[config.mk]
export PLATFORM = sky130hd
export DESIGN_NAME = ipl_source_responder
export DESIGN_NICKNAME = d
export VERILOG_FILES = /design/src/rtl/ipl_resp_pkg.sv /design/src/rtl/ipl_select_decode.sv /design/src/rtl/ipl_seq_fsm.sv /design/src/rtl/ipl_source_responder.sv
export SDC_FILE = /design/constraint.sdc
export NUM_CORES = 1
export LEC_CHECK = 0
export ABC_AREA = 0
export BUFFER_PORTS_ARGS = -buffer_cell sky130_fd_sc_hd__buf_2
export CORE_AREA = 4 4 41 43
export DETAILED_ROUTE_END_ITERATION = 10
export DIE_AREA = 0 0 45 47
export SYNTH_ARGS = -nofsm -noshare
export SYNTH_HDL_FRONTEND = slang
export SYNTH_SLANG_ARGS = --single-unit
[constraint.sdc]
create_clock -name clk -period 1.3 [get_ports clk]
set_input_delay 0.065 -clock clk [delete_from_list [all_inputs] [get_ports clk]]
set_output_delay 0.065 -clock clk [all_outputs]
set_load 0.02 [all_outputs]
[src/rtl/ipl_resp_pkg.sv]
package ipl_resp_pkg;

    typedef enum logic [1:0] {
        ST_IDLE    = 2'd0,
        ST_ACK     = 2'd1,
        ST_LOADING = 2'd2,
        ST_DONE    = 2'd3
    } ipl_state_e;

    typedef enum logic [1:0] {
        ROLE_NONE      = 2'b00,
        ROLE_PRIMARY   = 2'b01,
        ROLE_ALTERNATE = 2'b10,
        ROLE_ILLEGAL   = 2'b11
    } ipl_role_e;

    // Status bus positions that name each role; the channel decodes these.
    localparam int unsigned PRI_SEL_BIT = 0;
    localparam int unsigned ALT_SEL_BIT = 1;

endpackage

[src/rtl/ipl_select_decode.sv]
module ipl_select_decode
    import ipl_resp_pkg::*;
#(
    parameter int unsigned STATUS_W = 8
) (
    input  logic                clk,
    input  logic [1:0]          role_cfg,
    input  logic                init_ipl,
    input  logic [STATUS_W-1:0] status_bus,
    output logic                select_hit
);

    localparam int unsigned HI_BITS = STATUS_W - 2;

    ipl_role_e role_q;
    logic      init_prev;
    logic      init_rise;
    logic      role_bit;

    // The previous initiate level is tracked even during reset, so that a level
    // held across reset release does not look like a new edge.
    always_ff @(posedge clk) begin
        init_prev <= init_ipl;
    end

    assign role_q    = ipl_role_e'(role_cfg);
    assign init_rise = init_ipl & ~init_prev;

    always_comb begin
        unique case (role_q)
            ROLE_PRIMARY:   role_bit = status_bus[PRI_SEL_BIT];
            ROLE_ALTERNATE: role_bit = status_bus[ALT_SEL_BIT];
            ROLE_NONE:      role_bit = 1'b0;
            ROLE_ILLEGAL:   role_bit = 1'b0;
            default:        role_bit = 1'b0;
        endcase
    end

    assign select_hit = init_rise & role_bit;

    // Upper status bits carry other channel status and never take part in selection.
    generate
        if (HI_BITS > 0) begin : g_hi_bits
            logic unused_status_hi;
            assign unused_status_hi = ^status_bus[STATUS_W-1:2];
        end
    endgenerate

endmodule

[src/rtl/ipl_seq_fsm.sv]
module ipl_seq_fsm
    import ipl_resp_pkg::*;
(
    input  logic clk,
    input  logic rst_n,
    input  logic select_hit,
    input  logic load_done,
    output logic ipl_tag,
    output logic load_req
);

    ipl_state_e state_q;
    ipl_state_e state_d;

    always_comb begin
        state_d = state_q;
        unique case (state_q)
            ST_IDLE:    if (select_hit) state_d = ST_ACK;
            ST_ACK:     state_d = ST_LOADING;
            ST_LOADING: if (load_done) state_d = ST_DONE;
            ST_DONE:    state_d = ST_IDLE;
            default:    state_d = ST_IDLE;
        endcase
    end

    always_ff @(posedge clk) begin
        if (!rst_n) begin
            state_q <= ST_IDLE;
        end else begin
            state_q <= state_d;
        end
    end

    always_comb begin
        ipl_tag  = 1'b0;
        load_req = 1'b0;
        unique case (state_q)
            ST_IDLE: begin
                ipl_tag  = 1'b0;
                load_req = 1'b0;
            end
            ST_ACK: begin
                ipl_tag  = 1'b1;
                load_req = 1'b0;
            end
            ST_LOADING: begin
                ipl_tag  = 1'b1;
                load_req = 1'b1;
            end
            ST_DONE: begin
                ipl_tag  = 1'b0;
                load_req = 1'b0;
            end
            default: begin
                ipl_tag  = 1'b0;
                load_req = 1'b0;
            end
        endcase
    end

endmodule

[src/rtl/ipl_source_responder.sv]
module ipl_source_responder
    import ipl_resp_pkg::*;
#(
    parameter int unsigned STATUS_W = 8
) (
    input  logic                clk,
    input  logic                rst_n,
    input  logic [1:0]          role_cfg,
    input  logic                init_ipl,
    input  logic [STATUS_W-1:0] status_bus,
    input  logic                load_done,
    output logic                ipl_tag,
    output logic                load_req
);

    logic select_hit;

    ipl_select_decode #(
        .STATUS_W (STATUS_W)
    ) u_decode (
        .clk        (clk),
        .role_cfg   (role_cfg),
        .init_ipl   (init_ipl),
        .status_bus (status_bus),
        .select_hit (select_hit)
    );

    ipl_seq_fsm u_fsm (
        .clk        (clk),
        .rst_n      (rst_n),
        .select_hit (select_hit),
        .load_done  (load_done),
        .ipl_tag    (ipl_tag),
        .load_req   (load_req)
    );

endmodule

==> results.toml, run 1 <==
[synth]
post_synth.cell_area_avg_sq_um = 10.01
post_synth_instance_area_sq_um = 190.2
post-synth-top-count-cell = "sky130_fd_sc_hd__inv_1"
synth.area.top_cells = "sky130_fd_sc_hd__dfxtp_1, sky130_fd_sc_hd__ha_1, sky130_fd_sc_hd__inv_1"
synth_seq_area_share_pct = 31.58
synth.top_cell.area_share_pct = 31.58
yosysUniqueCellTypes = 10
netlist_top_cells_count = "sky130_fd_sc_hd__inv_1, sky130_fd_sc_hd__dfxtp_1, sky130_fd_sc_hd__ha_1"
synth-async-reset-ratio_pct = 0
synth_edf_count = 0
synth-warning-count = 0
yosys_most_used_dff = "sky130_fd_sc_hd__dfxtp_1"
flip_flop_and_latch_count_after_synthesis = 3
netlist_instances = 19
postSynthNetCount = 36
yosys.area.top_type = "sky130_fd_sc_hd__dfxtp_1"

[job]
cap_viol_max_count = 0

[global_routing]
routing_layer_with_the_top_usage_in_global_route = "met3"
global_route.usage.met3_pct = 5.747
global_route_wire_length_before_repair_um = 586
grt_pass1_vias = 176
antenna_found_initial = 0
grt_use_met2_pct = 5.650
grt_start_max_net_pins = 4
grtUsageMet1_pct = 4.299
grt_use_total_pct = 4.259
grt_overflow_total = 0

[timing]
worst-slew-pin-transition_ns = 0.2680
layout_worst_path_cycle_share_pct = 94.84
report.final.hold_viol_count = 0
final.setup_skew_ns = 0.0008203
timing.setup.tns_ns = 0
slew_limit_headroom_pct = 82.13
max_freq_mhz = 811.1
period_minus_ws_final_ns = 1.233
hold_slack_ns = 0.1040
setup_repair_after_global_routing_missed_its_margin = "false"
finalMaxSlewViolations = 0
finalSetupViolCount = 0

[floorplanning]
ioPinCount = 16
die-width_um = 45
row_count = 13
chipHeight_um = 47
die_area_sq_um = 2115
floorplan.core_area_sq_um = 1301
floorplan.initialDensity_pct = 14.62

[power]
static-leakage-power_nw = 0.1600
pwr_density_cell_nw_per_um2 = 1313
worst_vdd_ir_mv = 0.4330

[worst_setup_path]
rrSetupSlack_ns = 0.07
r2r_cells = 4
worst-endpoint-arrival_ns = 1.41
crit_type = "flip-flop to flip-flop"
startpoint_type = "flip-flop"
critical_path.endpoint = "u_fsm.state_q[0]$_SDFFE_PN0P_"
worst-endpoint-required_ns = 1.48
worstSetupEndpointType = "flip-flop"
worstPathMaxFanout = 3
startpoint_of_the_worst_register_to_register_path = "u_fsm.state_q[1]$_SDFFE_PN0P_"
r2r_end = "u_fsm.state_q[0]$_SDFFE_PN0P_"
worstSetupStartpoint = "u_fsm.state_q[1]$_SDFFE_PN0P_"

[layout]
post_route_cells_drive_above_1_share_pct = 57.14
antennaDiodeCount = 0
area.growth.synth_to_final_pct = 69.74
final_area_sq_um = 322.8
finish.net_count = 53
stdcell_count = 50

[worst_hold_path]
hold_path.class = "input port to flip-flop"

[clock_network]
clock_sink_count = 3
clk_latency_ns = 0.23
cts_tree = "built"
cts_root_buf = "sky130_fd_sc_hd__clkbuf_4"
cts_inserted_buffers = 3
ctsLongestPathBuffers = 2
ctsHtreeMaxLevel = 1
clkSlewWorstSetupHoldPaths_ns = 0.04

[detailed_routing]
detail_route.vias_per_cell = 3.640
route.vias.total = 182
final_antenna_net_count = 0
wire_length_per_cell_after_detailed_routing_um = 7.740
drc_errors = 0
drtIter0Drc = 0
detailedRoute.firstPassIterationCount = 1
routed_wl_um = 387

[place]
place.detailed.instances = 45
place_congestion = 0.6315
placed_cell_area_sq_um = 269.0
io_buffers = 9

[outcome]
status = "completed"
repair_timing:
action	4_1_cts	5_1_grt
hold buffers	1	0
setup buffers	0	0
resized for setup	3	1
endpoints found under the setup margin	1	2
hold endpoints to repair	1	0
pin swaps	1	2
layer usage:
metal	up-vias	share of wire, %	routed length (um)
met5	-	0	0
met4	0	0	0
met3	0	19	72
met2	11	30	117
met1	75	51	197
li1	96	-	-
power breakdown:
| group | switching (mW) | internal [mW] | total [mW] | leakage (nW) |
|---|---|---|---|---|
| clock | 0.0474 | 0.115 | 0.162 | 0.0150 |
| combinational | 0.0722 | 0.0787 | 0.151 | 0.120 |
| sequential | 0.00647 | 0.104 | 0.111 | 0.0247 |
metrics by stage:
step           worst slack [ns]  total power [mW]  util [%]
2_1_floorplan           0.02012            0.1978         -
3_3_place_gp           -0.07635            0.2397     20.67
3_5_place_dp           -0.06670            0.2417     20.67
4_1_cts                 0.01143            0.4344     24.81
5_1_grt                 0.01822            0.4600     24.81
6_report                0.06703            0.4239     24.81
area by class of cell:
class	instances	area [sq um]
Tap cell	15	18.77
Multi-Input combinational cell	11	128.9
Clock buffer	4	26.28
Fill cell	155	978.4
Inverter	5	18.77
Sequential cell	3	60.06
Timing Repair Buffer	12	70.07
sequential cells by signal (all words and copies together), names as in the netlist:
| signal | cells |
|---|---|
| u_fsm.state_q | 2 |
| u_decode.init_prev | 1 |
worst max-delay path: stages, from the launching register on:
cell,delay [ns]
sky130_fd_sc_hd__dfxtp_1,0.30
sky130_fd_sc_hd__buf_4,0.13
sky130_fd_sc_hd__ha_1,0.20
sky130_fd_sc_hd__a221oi_2,0.31
sky130_fd_sc_hd__o221a_2,0.23
cells by family after synthesis:
group,Yosys count,share of synthesized area (%)
AO/OA/AOI/OAI,4,22.37
adder cells (fa/ha/maj),3,19.74
buffers and inverters,5,9.869
flip-flops,3,31.58
multiplexers,1,5.263
AND/OR/NAND/NOR,3,11.18
worst min-delay path by stage:
stage | from | end | cells past startpoint
3_3_place_gp | init_ipl | u_decode.init_prev$_DFF_P_ | 1
5_1_grt | rst_n | u_fsm.state_q[0]$_SDFFE_PN0P_ | 2
4_1_cts | rst_n | u_fsm.state_q[0]$_SDFFE_PN0P_ | 2
2_1_floorplan | init_ipl | u_decode.init_prev$_DFF_P_ | 0
6_report | rst_n | u_fsm.state_q[0]$_SDFFE_PN0P_ | 2
3_5_place_dp | init_ipl | u_decode.init_prev$_DFF_P_ | 1
placed cells by master, fill, tap and decap left out:
| master | Yosys | layout |
|---|---|---|
| sky130_fd_sc_hd__buf_2 | 0 | 9 |
| sky130_fd_sc_hd__inv_2 | 0 | 1 |
| sky130_fd_sc_hd__nand2b_4 | 1 | 1 |
| sky130_fd_sc_hd__a211o_1 | 1 | 1 |
| sky130_fd_sc_hd__mux2i_1 | 1 | 1 |
| sky130_fd_sc_hd__clkbuf_1 | 0 | 1 |
| sky130_fd_sc_hd__o221a_2 | 1 | 1 |
| sky130_fd_sc_hd__ha_1 | 3 | 2 |
| sky130_fd_sc_hd__nand2_1 | 2 | 2 |
| sky130_fd_sc_hd__clkbuf_4 | 0 | 3 |
| sky130_fd_sc_hd__ha_4 | 0 | 1 |
| sky130_fd_sc_hd__buf_4 | 0 | 2 |
| sky130_fd_sc_hd__a221oi_2 | 1 | 1 |
| sky130_fd_sc_hd__inv_1 | 5 | 4 |
| sky130_fd_sc_hd__dfxtp_1 | 3 | 3 |
| sky130_fd_sc_hd__a211oi_2 | 0 | 1 |
| sky130_fd_sc_hd__dlygate4sd3_1 | 0 | 1 |
(Power assumes the default switching activity.)
==> run 2: changes to the inputs <==
- CTS_CLUSTER_DIAMETER: unset -> 30
- clock period: 1.3 -> 1.1 ns (I/O delays scaled with it)
==> run 2 against run 1 <==
  * The flow now finishes with violations (setup timing)
  * Final area up 8.1%
  * Register-to-register slack got worse by 0.13 ns
  * Worst hold slack worse by 0.018 ns
  * Non-clock buffer count did not move
  * Worst setup slack worse by 0.13 ns
  * Sequential power is 22% higher
  * Routed wire length grew 14%
  * Critical path type unchanged
==> results.toml, run 2 (same netlist as run 1, synthesis figures left out) <==
[outcome]
status = "complete, but fails checks"
failing_checks = "setup timing"

[timing]
slew_limit_headroom_pct = 83.10
finalSetupViolCount = 2
postLayoutSetupSlackWorst_ns = -0.05909
report.final.hold_viol_count = 0
hold_slack_ns = 0.08555
final.setup_skew_ns = 0.007308
finalMaxSlewViolations = 0
period_minus_ws_final_ns = 1.159
max_freq_mhz = 862.7
worst-slew-pin-transition_ns = 0.2535
layout_worst_path_cycle_share_pct = 105.4
setup_repair_after_global_routing_missed_its_margin = "true"

[worst_setup_path]
worst-endpoint-required_ns = 1.22
rrSetupSlack_ns = -0.06
worstPathMaxFanout = 3
crit_type = "flip-flop to flip-flop"
r2r_cells = 6
worstSetupEndpointType = "flip-flop"
startpoint_of_the_worst_register_to_register_path = "u_fsm.state_q[0]$_SDFFE_PN0P_"
worst-endpoint-arrival_ns = 1.28
startpoint_type = "flip-flop"
r2r_end = "u_fsm.state_q[0]$_SDFFE_PN0P_"

[floorplanning]
ioPinCount = 16
die_area_sq_um = 2115
die-width_um = 45
chipHeight_um = 47
floorplan.initialDensity_pct = 14.62
floorplan.core_area_sq_um = 1301
row_count = 13

[clock_network]
clock_sink_count = 3
clk_latency_ns = 0.24
cts_inserted_buffers = 3
cts_root_buf = "sky130_fd_sc_hd__clkbuf_4"
clkSlewWorstSetupHoldPaths_ns = 0.04
postCtsSetupRepairBufs = 0
ctsHtreeMaxLevel = 1
cts_tree = "built"
ctsLongestPathBuffers = 2

[detailed_routing]
wire_length_per_cell_after_detailed_routing_um = 8.820
drtIter0Drc = 2
route.vias.total = 184
drc_errors = 0
detailedRoute.firstPassIterationCount = 3
routed_wl_um = 441
detail_route.vias_per_cell = 3.680
final_antenna_net_count = 0

[worst_hold_path]
whs_path_depth = 2
startpoint_of_the_worst_hold_path = "rst_n"
holdPathEnd = "u_fsm.state_q[0]$_SDFFE_PN0P_"
hold_path.class = "input port to flip-flop"

[power]
worst_vdd_ir_mv = 0.4315
static-leakage-power_nw = 0.1589
finalPower_uw = 535.9
pwr_density_cell_nw_per_um2 = 1535

[place]
place_congestion = 0.6708
place.detailed.instances = 45
io_buffers = 9
post-dp-hpwl_um = 342.8

[layout]
area.growth.synth_to_final_pct = 83.55
max_reg_flops = 2
largest_registers = "u_fsm.state_q (2), u_decode.init_prev (1)"
antennaDiodeCount = 0
finish.net_count = 53
layout_commonest_cell = "sky130_fd_sc_hd__buf_2"
post_route_cells_drive_above_1_share_pct = 74.29
fillCellCount = 154
register_with_the_most_flip_flops = "u_fsm.state_q"
final_core_utilization_pct = 26.83
commonest_cells_after_routing_fill_and_taps_aside = "sky130_fd_sc_hd__buf_2, sky130_fd_sc_hd__inv_2, sky130_fd_sc_hd__clkbuf_4, sky130_fd_sc_hd__buf_4"
stdcell_count = 50

[global_routing]
grt_use_total_pct = 5.209
global_route_wire_length_before_repair_um = 779
grt_start_max_net_pins = 4
grt_pass1_vias = 214
antenna_found_initial = 0
grt_overflow_total = 0

[job]
cap_viol_max_count = 0
-- run 2: per-stage QoR --
stage	worst slack [ns]	instance area, sq um	setup TNS (ns)
after detailed placement	-0.07511	291.5	-0.1332
after global routing	-0.1383	349.1	-0.2747
after floorplan	0.003321	212.7	0
after CTS	-0.06704	349.1	-0.1323
final	-0.05909	349.1	-0.1111
after global placement	-0.05860	291.5	-0.1071
-- run 2: worst max-delay path, cell delays in order (launching register included) --
cell,delay (ns)
sky130_fd_sc_hd__dfxtp_2,0.32
sky130_fd_sc_hd__inv_2,0.08
sky130_fd_sc_hd__ha_4,0.15
sky130_fd_sc_hd__inv_2,0.03
sky130_fd_sc_hd__a211oi_2,0.16
sky130_fd_sc_hd__a221oi_2,0.07
sky130_fd_sc_hd__o221a_2,0.23
-- run 2: worst max-delay path by stage --
| stage | startpoint | endpoint | slack, ns | depth (start not counted) |
|---|---|---|---|---|
| global route | u_fsm.state_q[0]$_SDFFE_PN0P_ | u_fsm.state_q[0]$_SDFFE_PN0P_ | -0.14 | 6 |
| detailed placement | role_cfg[1] | u_fsm.state_q[1]$_SDFFE_PN0P_ | -0.08 | 5 |
| finish | u_fsm.state_q[0]$_SDFFE_PN0P_ | u_fsm.state_q[0]$_SDFFE_PN0P_ | -0.06 | 6 |
| floorplan | u_fsm.state_q[1]$_SDFFE_PN0P_ | u_fsm.state_q[0]$_SDFFE_PN0P_ | 0.003 | 6 |
| global placement | u_fsm.state_q[0]$_SDFFE_PN0P_ | u_fsm.state_q[0]$_SDFFE_PN0P_ | -0.06 | 6 |
| CTS | u_fsm.state_q[0]$_SDFFE_PN0P_ | u_fsm.state_q[1]$_SDFFE_PN0P_ | -0.07 | 4 |
-- run 2: timing repair --
action / CTS / global route
endpoints found under the setup margin: 4 / 3
hold buffers: 1 / 0
resized for setup: 5 / 0
endpoints found under the hold margin: 1 / 0
-- run 2: routing by layer --
metal	share of wire [%]	wire [um]	GRT usage (%)	vias to the layer above
met5	0	0	0	-
met4	2.7	12	7.018	0
met3	7.5	33	0	2
met2	46	203	8.475	10
met1	44	192	5.442	77
li1	-	-	-	95
-- run 2: report_power, final --
group | total (mW) | leakage (nW) | internal (mW) | switching, mW
Combinational | 0.204 | 0.118 | 0.109 | 0.0950
Sequential | 0.135 | 0.0256 | 0.126 | 0.00976
Clock | 0.196 | 0.0150 | 0.136 | 0.0603
Total | 0.536 | 0.159 | 0.371 | 0.165
-- run 2: final cells by class --
class                   count  area [sq um]  area share [%]
well taps                  15         18.77           5.376
inverters                   5         18.77           5.376
flip-flops and latches      3         62.56           17.92
multi-input cells          11         143.9           41.22
clock buffers               4         26.28           7.527
repair buffers             12         78.83           22.58
==> run 3: changes to the inputs <==
- BUFFER_PORTS_ARGS: -buffer_cell sky130_fd_sc_hd__buf_2 -> -buffer_cell sky130_fd_sc_hd__buf_4
==> run 3 against run 2 <==
  * The run still ends with setup timing left
  * Via count rose by 6.5%
  * Critical path depth fell by 1
  * Clock power down 3%
  * Power increased by 6.6%
  * Clock skew down 0.0065 ns
  * Global-route usage up 0.24 points
  * Sequential share of layout area down 1.9 points
  * Critical path type is now flip-flop to output pin
  * Routed wire length is 0.91% lower
  * Highest routed layer is now met3
  * Final cell count increased by 4.0%
  * Worst setup slack worse by 0.015 ns
  * Register-to-register slack barely moved
  * Utilization increased by 3.3 points
==> results.toml, run 3 (same netlist as run 1, synthesis figures left out) <==
[outcome]
status = "complete, but fails checks"
failing_checks = "setup timing"

[timing]
timing.setup.tns_ns = -0.2145
final.setup_skew_ns = 0.0008131
postLayoutSetupSlackWorst_ns = -0.07374
slew_limit_headroom_pct = 82.12
setup_repair_after_global_routing_missed_its_margin = "true"
period_minus_ws_final_ns = 1.174
worst-slew-pin-transition_ns = 0.2682
report.final.hold_viol_count = 0
finalMaxSlewViolations = 0
max_freq_mhz = 852.0
finalSetupViolCount = 3
layout_worst_path_cycle_share_pct = 106.7

[job]
cap_viol_max_count = 0

[place]
post-dp-hpwl_um = 363.7
io_buffers = 9
dp_slack_ns = -0.09445
place_congestion = 0.6665

[clock_network]
cts_inserted_buffers = 3
clkSlewWorstSetupHoldPaths_ns = 0.04
clock_sink_count = 3
ctsLongestPathBuffers = 2
cts_root_buf = "sky130_fd_sc_hd__clkbuf_4"
clk_latency_ns = 0.23
cts_tree = "built"
ctsHtreeMaxLevel = 1

[floorplanning]
die-width_um = 45
chipHeight_um = 47
row_count = 13
ioPinCount = 16
floorplan.initialDensity_pct = 14.62
die_area_sq_um = 2115
floorplan.core_area_sq_um = 1301

[global_routing]
grt_pass1_vias = 213
global_route_wire_length_before_repair_um = 814
grt_start_max_net_pins = 4
grt_overflow_total = 0
antenna_found_initial = 0
grt_use_total_pct = 5.446

[layout]
post_route_cells_drive_above_1_share_pct = 75.68
register_with_the_most_flip_flops = "u_fsm.state_q"
multi_input_gate_area_in_the_final_layout_sq_um = 143.9
fillCellCount = 143
antennaDiodeCount = 0
largest_registers = "u_fsm.state_q (2), u_decode.init_prev (1)"
layout_commonest_cell = "sky130_fd_sc_hd__buf_4"
finish.net_count = 55
commonest_cells_after_routing_fill_and_taps_aside = "sky130_fd_sc_hd__buf_4, sky130_fd_sc_hd__clkbuf_4, sky130_fd_sc_hd__buf_6"
seqCellArea_sq_um = 62.56
area.growth.synth_to_final_pct = 105.9
final_core_utilization_pct = 30.10
max_reg_flops = 2

[detailed_routing]
wire_length_per_cell_after_detailed_routing_um = 8.404
routed_wl_um = 437
route.vias.total = 196
drtIter0Drc = 1
detail_route.vias_per_cell = 3.769
final_antenna_net_count = 0
drc_errors = 0
detailedRoute.firstPassIterationCount = 2

[power]
sequentialPowerShare_pct = 24.2
netSwitchingPower_uw = 167.1
clock_group_share_of_total_power_pct = 33.2
pwr-share-comb_pct = 42.6
worst_vdd_ir_mv = 0.5044
netSwitchingFraction_pct = 29.25
internal-power_uw = 404.2
static-leakage-power_nw = 0.1774
pwr_density_cell_nw_per_um2 = 1459

[worst_setup_path]
worst-endpoint-required_ns = 1.04
startpoint_type = "flip-flop"
worst-endpoint-arrival_ns = 1.12
worstPathMaxFanout = 3
r2r_cells = 4
crit_type = "flip-flop to output pin"
worstSetupEndpointType = "output pin"

[worst_hold_path]
whs_path_depth = 2
hold_path.class = "input port to flip-flop"
run 3: worst paths after layout:
path                                               startpoint                            end  slack [ns]
worst max-delay path            u_fsm.state_q[0]$_SDFFE_PN0P_                       load_req       -0.07
worst max register to register  u_fsm.state_q[0]$_SDFFE_PN0P_  u_fsm.state_q[1]$_SDFFE_PN0P_       -0.07
worst min register to register  u_fsm.state_q[0]$_SDFFE_PN0P_  u_fsm.state_q[0]$_SDFFE_PN0P_        0.55
worst min-delay path                                    rst_n  u_fsm.state_q[0]$_SDFFE_PN0P_        0.09
run 3: metal layers:
layer,global-route usage (%),part of all wire (%)
met1,5.442,45
met2,8.475,47
met3,2.299,8.0
met4,5.263,0
met5,0,0
run 3: power by group through the flow:
| stage | Sequential, mW | Clock [mW] | Combinational, mW |
|---|---|---|---|
| floorplan | 0.135 | 0 | 0.136 |
| global placement | 0.137 | 0 | 0.201 |
| detailed placement | 0.137 | 0 | 0.202 |
| CTS | 0.135 | 0.201 | 0.216 |
| global route | 0.141 | 0.213 | 0.268 |
| finish | 0.139 | 0.190 | 0.243 |
run 3: metrics by stage:
| step | total power, mW | cells | hold WS, ns | area [sq um] |
|---|---|---|---|---|
| after floorplan | 0.2712 | 19 | 0.08272 | 212.7 |
| after global placement | 0.3377 | 46 | 0.1715 | 321.6 |
| after detailed placement | 0.3394 | 46 | 0.1728 | 321.6 |
| after CTS | 0.5520 | 51 | 0.08391 | 374.1 |
| after global routing | 0.6223 | 52 | 0.08796 | 391.6 |
| final | 0.5713 | 52 | 0.09084 | 391.6 |
run 3: timing repair:
action	CTS	global route
setup buffers	0	1
hold endpoints to repair	1	0
resized for setup	3	3
setup endpoints to repair	3	4
pin swaps	0	0
hold buffers	1	0
run 3: critical path, stage by stage (launching register included):
cell	delay (ns)
sky130_fd_sc_hd__dfxtp_2	0.34
sky130_fd_sc_hd__inv_4	0.05
sky130_fd_sc_hd__buf_4	0.12
sky130_fd_sc_hd__buf_6	0.11
sky130_fd_sc_hd__ha_4	0.14
sky130_fd_sc_hd__buf_6	0.12
run 3: cell type report:
cell class	instances	area share [%]
Sequential cell	3	15.97
Tap cell	15	4.792
Clock buffer	4	6.709
Multi-Input combinational cell	11	36.74
Timing Repair Buffer	14	30.35
Inverter	5	5.431
